`config.mk`:
```
export PLATFORM = sky130hd
export DESIGN_NAME = bm_sec_filter
export DESIGN_NICKNAME = d
export VERILOG_FILES = /design/src/rtl/bmsf_pkg.sv /design/src/rtl/bmsf_attr_table.sv /design/src/rtl/bmsf_decide.sv /design/src/rtl/bmsf_irq.sv /design/src/rtl/bm_sec_filter.sv
export SDC_FILE = /design/constraint.sdc
export NUM_CORES = 1
export LEC_CHECK = 0
export ABC_CLOCK_PERIOD_IN_PS = 3500
export BUFFER_PORTS_ARGS = -buffer_cell sky130_fd_sc_hd__clkbuf_2
export CAP_MARGIN = 20
export CELL_PAD_IN_SITES_DETAIL_PLACEMENT = 1
export CELL_PAD_IN_SITES_GLOBAL_PLACEMENT = 1
export CORE_MARGIN = 3
export CORE_UTILIZATION = 38
export DETAILED_ROUTE_END_ITERATION = 7
export PLACE_DENSITY_LB_ADDON = 0.2
export SETUP_SLACK_MARGIN = 0.2
export SLEW_MARGIN = 20
export SYNTH_ARGS = -nofsm -noshare
export SYNTH_HDL_FRONTEND = slang
export SYNTH_HIERARCHICAL = 1
export SYNTH_SLANG_ARGS = --single-unit
```
`constraint.sdc`:
```
create_clock -name clk_i -period 3.5 [get_ports clk_i]
set_clock_uncertainty 0.05 [all_clocks]
set_input_delay 0.7 -clock clk_i [delete_from_list [all_inputs] [get_ports clk_i]]
set_output_delay 0.7 -clock clk_i [all_outputs]
set_load 0.03 [all_outputs]
```
`src/rtl/bmsf_pkg.sv`:
```
package bmsf_pkg;
  typedef enum logic [1:0] {
    ACT_ERR = 2'd0,
    ACT_RAZ = 2'd1,
    ACT_SEC = 2'd2,
    ACT_NS  = 2'd3
  } act_e;

  typedef enum logic {
    ST_IDLE = 1'b0,
    ST_WAIT = 1'b1
  } st_e;

  typedef struct packed {
    logic exempt;
    logic nonsec;
  } attr_t;
endpackage

```
`src/rtl/bmsf_attr_table.sv`:
```
module bmsf_attr_table
  import bmsf_pkg::*;
#(
  parameter int AW = 32,
  parameter int NREG = 4,
  parameter logic [NREG*AW-1:0] BASE = '0,
  parameter logic [NREG*AW-1:0] LIMIT = '0,
  parameter logic [NREG-1:0] EX_MASK = '0,
  parameter logic [NREG-1:0] NS_MASK = '0
) (
  input  logic [AW-1:0] addr_i,
  output attr_t         attr_o
);
  logic [NREG-1:0] hit;

  for (genvar g = 0; g < NREG; g++) begin : g_rng
    logic [AW-1:0] lo, hi;
    assign lo = BASE[g*AW +: AW];
    assign hi = LIMIT[g*AW +: AW];
    assign hit[g] = (addr_i >= lo) && (addr_i <= hi);
  end

  // lowest index wins; walk down so it is assigned last
  always_comb begin
    attr_o.exempt = 1'b0;
    attr_o.nonsec = 1'b1;
    for (int i = NREG - 1; i >= 0; i--) begin
      if (hit[i]) begin
        attr_o.exempt = EX_MASK[i];
        attr_o.nonsec = NS_MASK[i];
      end
    end
  end
endmodule

```
`src/rtl/bmsf_decide.sv`:
```
module bmsf_decide
  import bmsf_pkg::*;
(
  input  attr_t attr_i,
  input  logic  cfg_ns_i,
  input  logic  cfg_err_i,
  output act_e  act_o
);
  always_comb begin
    if (attr_i.exempt)      act_o = cfg_ns_i ? ACT_NS : ACT_SEC;
    else if (attr_i.nonsec) act_o = ACT_NS;
    else if (!cfg_ns_i)     act_o = ACT_SEC;
    else                    act_o = cfg_err_i ? ACT_ERR : ACT_RAZ;
  end
endmodule

```
`src/rtl/bmsf_irq.sv`:
```
module bmsf_irq (
  input  logic clk_i,
  input  logic rst_ni,
  input  logic set_i,
  input  logic clear_i,
  output logic irq_o
);
  logic status_q;

  always_ff @(posedge clk_i or negedge rst_ni) begin
    if (!rst_ni)      status_q <= 1'b0;
    else if (clear_i) status_q <= 1'b0;
    else if (set_i)   status_q <= 1'b1;
  end

  assign irq_o = status_q;

  p_clear_wins_r7: assert property (@(posedge clk_i) disable iff (!rst_ni)
    clear_i |=> !irq_o);
  p_set_on_err_r6: assert property (@(posedge clk_i) disable iff (!rst_ni)
    (set_i && !clear_i) |=> irq_o);
  p_sticky_r7: assert property (@(posedge clk_i) disable iff (!rst_ni)
    (irq_o && !clear_i) |=> irq_o);
endmodule

```
`src/rtl/bm_sec_filter.sv`:
```
module bm_sec_filter
  import bmsf_pkg::*;
#(
  parameter int AW = 32,
  parameter int DW = 64,
  parameter int SW = 2,
  parameter int NREG = 4,
  parameter logic [NREG*AW-1:0] REG_BASE  = {32'h1000_8000, 32'h2000_0000, 32'h1000_0000, 32'h0000_0000},
  parameter logic [NREG*AW-1:0] REG_LIMIT = {32'h1001_0FFF, 32'h2000_FFFF, 32'h1000_FFFF, 32'h0000_0FFF},
  parameter logic [NREG-1:0] REG_EX = 4'b0001,
  parameter logic [NREG-1:0] REG_NS = 4'b1100
) (
  input  logic          clk_i,
  input  logic          rst_ni,
  input  logic          cfg_nonsec_i,
  input  logic          cfg_err_resp_i,
  input  logic          irq_clear_i,
  output logic          irq_o,
  input  logic          req_valid_i,
  input  logic          req_write_i,
  input  logic [AW-1:0] req_addr_i,
  input  logic [SW-1:0] req_size_i,
  input  logic [DW-1:0] req_wdata_i,
  output logic          rsp_valid_o,
  output logic          rsp_err_o,
  output logic [DW-1:0] rsp_rdata_o,
  output logic          dn_valid_o,
  output logic          dn_write_o,
  output logic [AW-1:0] dn_addr_o,
  output logic [SW-1:0] dn_size_o,
  output logic [DW-1:0] dn_wdata_o,
  output logic          dn_nonsec_o,
  input  logic          dn_rsp_valid_i,
  input  logic          dn_rsp_err_i,
  input  logic [DW-1:0] dn_rdata_i
);
  logic  cfg_ns_q, cfg_err_q;
  st_e   st_q;
  attr_t attr;
  act_e  act;
  logic  accept, blk_err;

  always_ff @(posedge clk_i or negedge rst_ni) begin
    if (!rst_ni) begin
      cfg_ns_q  <= 1'b0;
      cfg_err_q <= 1'b0;
    end else begin
      cfg_ns_q  <= cfg_nonsec_i;
      cfg_err_q <= cfg_err_resp_i;
    end
  end

  bmsf_attr_table #(
    .AW(AW), .NREG(NREG), .BASE(REG_BASE), .LIMIT(REG_LIMIT),
    .EX_MASK(REG_EX), .NS_MASK(REG_NS)
  ) u_attr (
    .addr_i(req_addr_i),
    .attr_o(attr)
  );

  bmsf_decide u_dec (
    .attr_i   (attr),
    .cfg_ns_i (cfg_ns_q),
    .cfg_err_i(cfg_err_q),
    .act_o    (act)
  );

  assign accept  = (st_q == ST_IDLE) && req_valid_i;
  assign blk_err = accept && (act == ACT_ERR);

  bmsf_irq u_irq (
    .clk_i  (clk_i),
    .rst_ni (rst_ni),
    .set_i  (blk_err),
    .clear_i(irq_clear_i),
    .irq_o  (irq_o)
  );

  always_ff @(posedge clk_i or negedge rst_ni) begin
    if (!rst_ni) begin
      st_q        <= ST_IDLE;
      rsp_valid_o <= 1'b0;
      rsp_err_o   <= 1'b0;
      rsp_rdata_o <= '0;
      dn_valid_o  <= 1'b0;
      dn_write_o  <= 1'b0;
      dn_addr_o   <= '0;
      dn_size_o   <= '0;
      dn_wdata_o  <= '0;
      dn_nonsec_o <= 1'b0;
    end else begin
      rsp_valid_o <= 1'b0;
      dn_valid_o  <= 1'b0;
      unique case (st_q)
        ST_IDLE: begin
          if (req_valid_i) begin
            unique case (act)
              ACT_SEC, ACT_NS: begin
                dn_valid_o  <= 1'b1;
                dn_write_o  <= req_write_i;
                dn_addr_o   <= req_addr_i;
                dn_size_o   <= req_size_i;
                dn_wdata_o  <= req_wdata_i;
                dn_nonsec_o <= (act == ACT_NS);
                st_q        <= ST_WAIT;
              end
              default: begin
                rsp_valid_o <= 1'b1;
                rsp_err_o   <= (act == ACT_ERR);
                rsp_rdata_o <= '0;
              end
            endcase
          end
        end
        ST_WAIT: begin
          if (dn_rsp_valid_i) begin
            rsp_valid_o <= 1'b1;
            rsp_err_o   <= dn_rsp_err_i;
            rsp_rdata_o <= dn_rdata_i;
            st_q        <= ST_IDLE;
          end
        end
        default: st_q <= ST_IDLE;
      endcase
    end
  end

  p_blk_no_dn_r4: assert property (@(posedge clk_i) disable iff (!rst_ni)
    (accept && (act == ACT_ERR || act == ACT_RAZ)) |=> (!dn_valid_o && rsp_valid_o));
  p_ns_attr_r2: assert property (@(posedge clk_i) disable iff (!rst_ni)
    (accept && !attr.exempt && attr.nonsec) |=> (dn_valid_o && dn_nonsec_o));
  p_raz_zero_r5: assert property (@(posedge clk_i) disable iff (!rst_ni)
    (accept && act == ACT_RAZ) |=> (rsp_rdata_o == '0 && !rsp_err_o));
  p_rsp_after_dn_r10: assert property (@(posedge clk_i) disable iff (!rst_ni)
    (st_q == ST_WAIT && dn_rsp_valid_i) |=> rsp_valid_o);
  p_dn_pulse_r10: assert property (@(posedge clk_i) disable iff (!rst_ni)
    dn_valid_o |=> !dn_valid_o);
  p_busy_quiet_r13: assert property (@(posedge clk_i) disable iff (!rst_ni)
    (st_q == ST_WAIT && !dn_rsp_valid_i) |=> (!rsp_valid_o && !dn_valid_o));
endmodule

```
[After elaboration in Yosys (flattened, before gate mapping)]
Index checks and enable logic that the tools add are counted.
Operators by class
  order comparisons: 4
  eq/ne operators: 5
  multiplexer cells: 26
  bitwise logic cells: 1
  reductions and logical operators: 9
Operators with widths (count)
  $mux 64: 3
  $pmux 64 s2: 1
  $ge 32x1->1 const B: 1
  $ge 32x29->1 const B: 1
  $le 32x12->1 const B: 1
  $le 32x29->1 const B: 1
  $mux 1: 15
  $mux 2: 4
  $ne 2x2->1 const B: 3
  $pmux 1 s2: 3
  $reduce_and 3->1: 2
  $eq 2x2->1 const B: 2
  $logic_and 1x1->1: 4
  $logic_not 2->1: 1
  $reduce_bool 2->1: 1
  $reduce_or 2->1: 1
  $not 1->1: 1
Storage, ports and cells
  bits in registers: 171
  output and inout port bits: 168

[Longest topological paths before layout]
  depth after elaboration: 11
  depth in mapped cells: 9
  gate-level depth less buffers: 7

[By module]
The synthesis kept the hierarchy.
Modules (own cells, without submodules)
  bm_sec_filter: times used 1, cells an instance 450, area an instance 6610.1 um^2
  bmsf_attr_table: times used 1, cells an instance 9, area an instance 57.6 um^2
  bmsf_irq: times used 1, cells an instance 2, area an instance 35.0 um^2
  bmsf_decide: times used 1, cells an instance 5, area an instance 26.3 um^2

[Least setup slack after synthesis]
Ideal clock, no wire load.
  kind: input -> register
  start point: input req_addr_i[12]
  end point: register rsp_rdata_o[10]
  library setup time: 120 ps
  data arrival time: 2653 ps
  setup slack: 677 ps
  stages on the path: 8
  path buffers: 3
  cells stage by stage: or4_4 a21o_1 or3_1 or3b_1 clkbuf_1 buf_6 buf_6 a31o_1
RTL lines
  start, declared: line bm_sec_filter.sv:21  | input logic [AW-1:0] req_addr_i,
  end signal, assigned: line bm_sec_filter.sv:119  | rsp_rdata_o <= dn_rdata_i;
  end, declared: line bm_sec_filter.sv:26  | output logic [DW-1:0] rsp_rdata_o,

==> flow_summary.toml <==
[power]
p_per_area_nw_per_um2 = 732
clkPwrFrac_pct = 28.3
p_comb_share_pct = 32.3
p_sw_w = 0.00245
swShare_pct = 36.2
p_leak_nw = 4.85
seqPwrFrac_pct = 39.4
ir_drop_uv = 340
p_int_w = 0.00431

[drt]
firstDrtPassIters = 4
drt_iter0_drc = 190
dr_total_vias = 5286
vias_per_cell = 5.13
drc = 0
wl_per_cell_um = 20.2
routed_wl_um = 20800
ant_nets = 0

[logic_synthesis]
synth_fp_nets = 637
synth-seq-cells = 171
syn_area_per_cell_um2 = 14.4
synthCells = 466
synth.distinct_cells = 28
syn_area_um2 = 6730
yosysWarnings = 6
seq_area_frac_synth_pct = 63.6

[worst_setup_path]
crit_path_end_kind = "register"
startpoint_type = "input port"
arrival_ns = 2.92
reg2regPathDepth = 4
worstSetupPathType = "input port to register"
crit_required_ns = 3.75
cp_max_fo = 67

[clock_network]
path_clk_slew_ns = 0.06
insertion_delay_ns = 0.42
clockBufferDepth = 2
cts_made_buffers = 17
cts_setup_buffers = 0
htreeDepth = 4
clock_sinks = 171
cts_tree = "built"
cts-root-buf = "clkbuf_16"
ctsHoldBuffers = 0
cts_resized = 0

[die]
core_region_area_um2 = 17300
die_width_um = 139
rows = 48
die_area_um2 = 19300
pin_count = 339
die_y_um = 139
initial_core_util_pct = 38.9

[cells_and_area]
nNetsFinal = 964
drive_gt1_share_pct = 64.0
layout_common_cells = "clkbuf_2 (337), dfrtp_1 (171), mux2_2 (100)"
regArea_um2 = 4280
area_growth_pct = 37.1
fin_area_um2 = 9230
final_common_cell = "clkbuf_2"
n_fill_cell = 1880
multi_input_area_um2 = 2240

[placement]
placed_area_um2 = 8630
hpwl_um = 15400
port_buffers = 338
gp_congestion = 0.802

[grt]
grt_pass1_wl_um = 32900
grt_start_max_net_pins = 88
grt_util_all_layers_pct = 21.6
antenna_found_initial = 2
grt_pass1_vias = 6018
grt_overflow_total = 0

[worst_hold_path]
hold_class = "input port to async pin"

[flow_run]
cap_violations = 0

[timing]
setup_violations = 0
rsz0062_at_grt = "false"
tns_ns = 0
fin_crit_ns = 2.67
max_clock_freq_ghz = 0.374
fin_crit_sh_pct = 76.3
tightest_slew_ns = 0.835
maxSlewHeadroom_pct = 44.2
hold_viol = 0
drv_slew = 0

[outcome]
outcome = "finished, final reports clean"
==> state kept, by name (all words and copies together), names as in the netlist <==
name,flops
cfg_ns_q,1
rsp_err_o,1
dn_addr_o,32
dn_nonsec_o,1
dn_valid_o,1
dn_size_o,2
dn_wdata_o,64
u_irq/irq_o,1
rsp_valid_o,1
dn_write_o,1
st_q,1
cfg_err_q,1
rsp_rdata_o,64
==> kinds of logic after synthesis <==
group / synth area share (%)
compound gates: 8.94
buf+inv: 3.22
flops: 63.6
mux: 16.7
simple gates: 7.51
==> cells in the mapped netlist <==
cell      number  area [µm²]
or4_4          1        11.3
o22ai_1        1        6.26
or3b_1         1        8.76
nor4bb_1       1        10.0
clkbuf_1      21        78.8
nand4_1        1        6.26
o21ba_1        1        10.0
a31o_2        34         298
nor3_1         2        10.0
mux2_2       100        1130
and3_1        64         400
nor2_1         1        3.75
a211oi_1       1        7.51
nand2_1        2        7.51
a21oi_1        1        5.00
or3_1          1        6.26
and3b_1        1        8.76
inv_1          5        18.8
buf_1          1        3.75
a21o_1         1        7.51
buf_2         14        70.1
dfrtp_1      171        4280
nor2b_1        1        6.26
buf_6          4        45.0
nand3b_1       1        7.51
o21ai_0        1        5.00
nor4_1         3        18.8
a31o_1        30         263
==> power by group through the flow <==
stage	registers, W	clock network [W]	logic, W
3_3_place_gp	0.00266	0	0.00215
2_1_floorplan	0.00355	0	0.000535
3_5_place_dp	0.00269	0	0.00221
4_1_cts	0.00267	0.00197	0.00222
5_1_grt	0.00272	0.00206	0.00231
6_report	0.00266	0.00191	0.00218
==> final cells by class <==
class                           instances  area share, %
Sequential cell                       171           46.4
Inverter                                5          0.203
Multi-Input combinational cell        250           24.2
Clock inverter                         10           1.56
Tap cell                              225           3.05
Clock buffer                           19           4.91
Antenna cell                            2         0.0542
Timing Repair Buffer                  348           19.6
==> worst max-delay path, cell delays in order <==
cell	delay [ns]
clkbuf_2	0.10
or4_4	0.55
a21o_1	0.20
or3_1	0.35
or3b_2	0.49
buf_12	0.23
a31o_2	0.27
==> layer usage <==
metal / global-route usage [%] / vias to the layer above / share of wire [%]
met2: 37.8 / 237 / 52
met1: 23.8 / 2662 / 37
met5: 0 / - / 0
met3: 7.93 / 33 / 8.4
met4: 8.60 / 0 / 2.3
li1: - / 2354 / -
==> stage by stage <==
step	setup slack, ns	instances	util, %	hold WS (ns)	power [W]
4_1_cts	0.857	1028	53.3	0.309	0.00685
3_5_place_dp	0.431	999	49.9	0.439	0.00491
6_report	0.829	1030	53.3	0.282	0.00676
2_1_floorplan	0.677	466	-	0.354	0.00408
5_1_grt	0.748	1030	53.3	0.324	0.00708
3_3_place_gp	0.476	999	49.9	0.425	0.00482
==> worst paths after layout <==
| check | start | end | slack, ns |
|---|---|---|---|
| min | rst_ni | rsp_rdata_o[0]$_DFFE_PN0P_ | 0.28 |
| min in group clk_i | cfg_err_resp_i | cfg_err_q$_DFF_PN0_ | 0.34 |
| max | req_addr_i[12] | rsp_rdata_o[34]$_DFFE_PN0P_ | 0.83 |
| max in group asynchronous | rst_ni | dn_size_o[0]$_DFFE_PN0P_ | 2.23 |
| min reg2reg | rsp_rdata_o[5]$_DFFE_PN0P_ | rsp_rdata_o[5]$_DFFE_PN0P_ | 0.45 |
| max reg2reg | st_q$_DFF_PN0_ | dn_wdata_o[7]$_DFFE_PN0P_ | 1.41 |
Note: power is estimated with default switching activity, not from simulation.
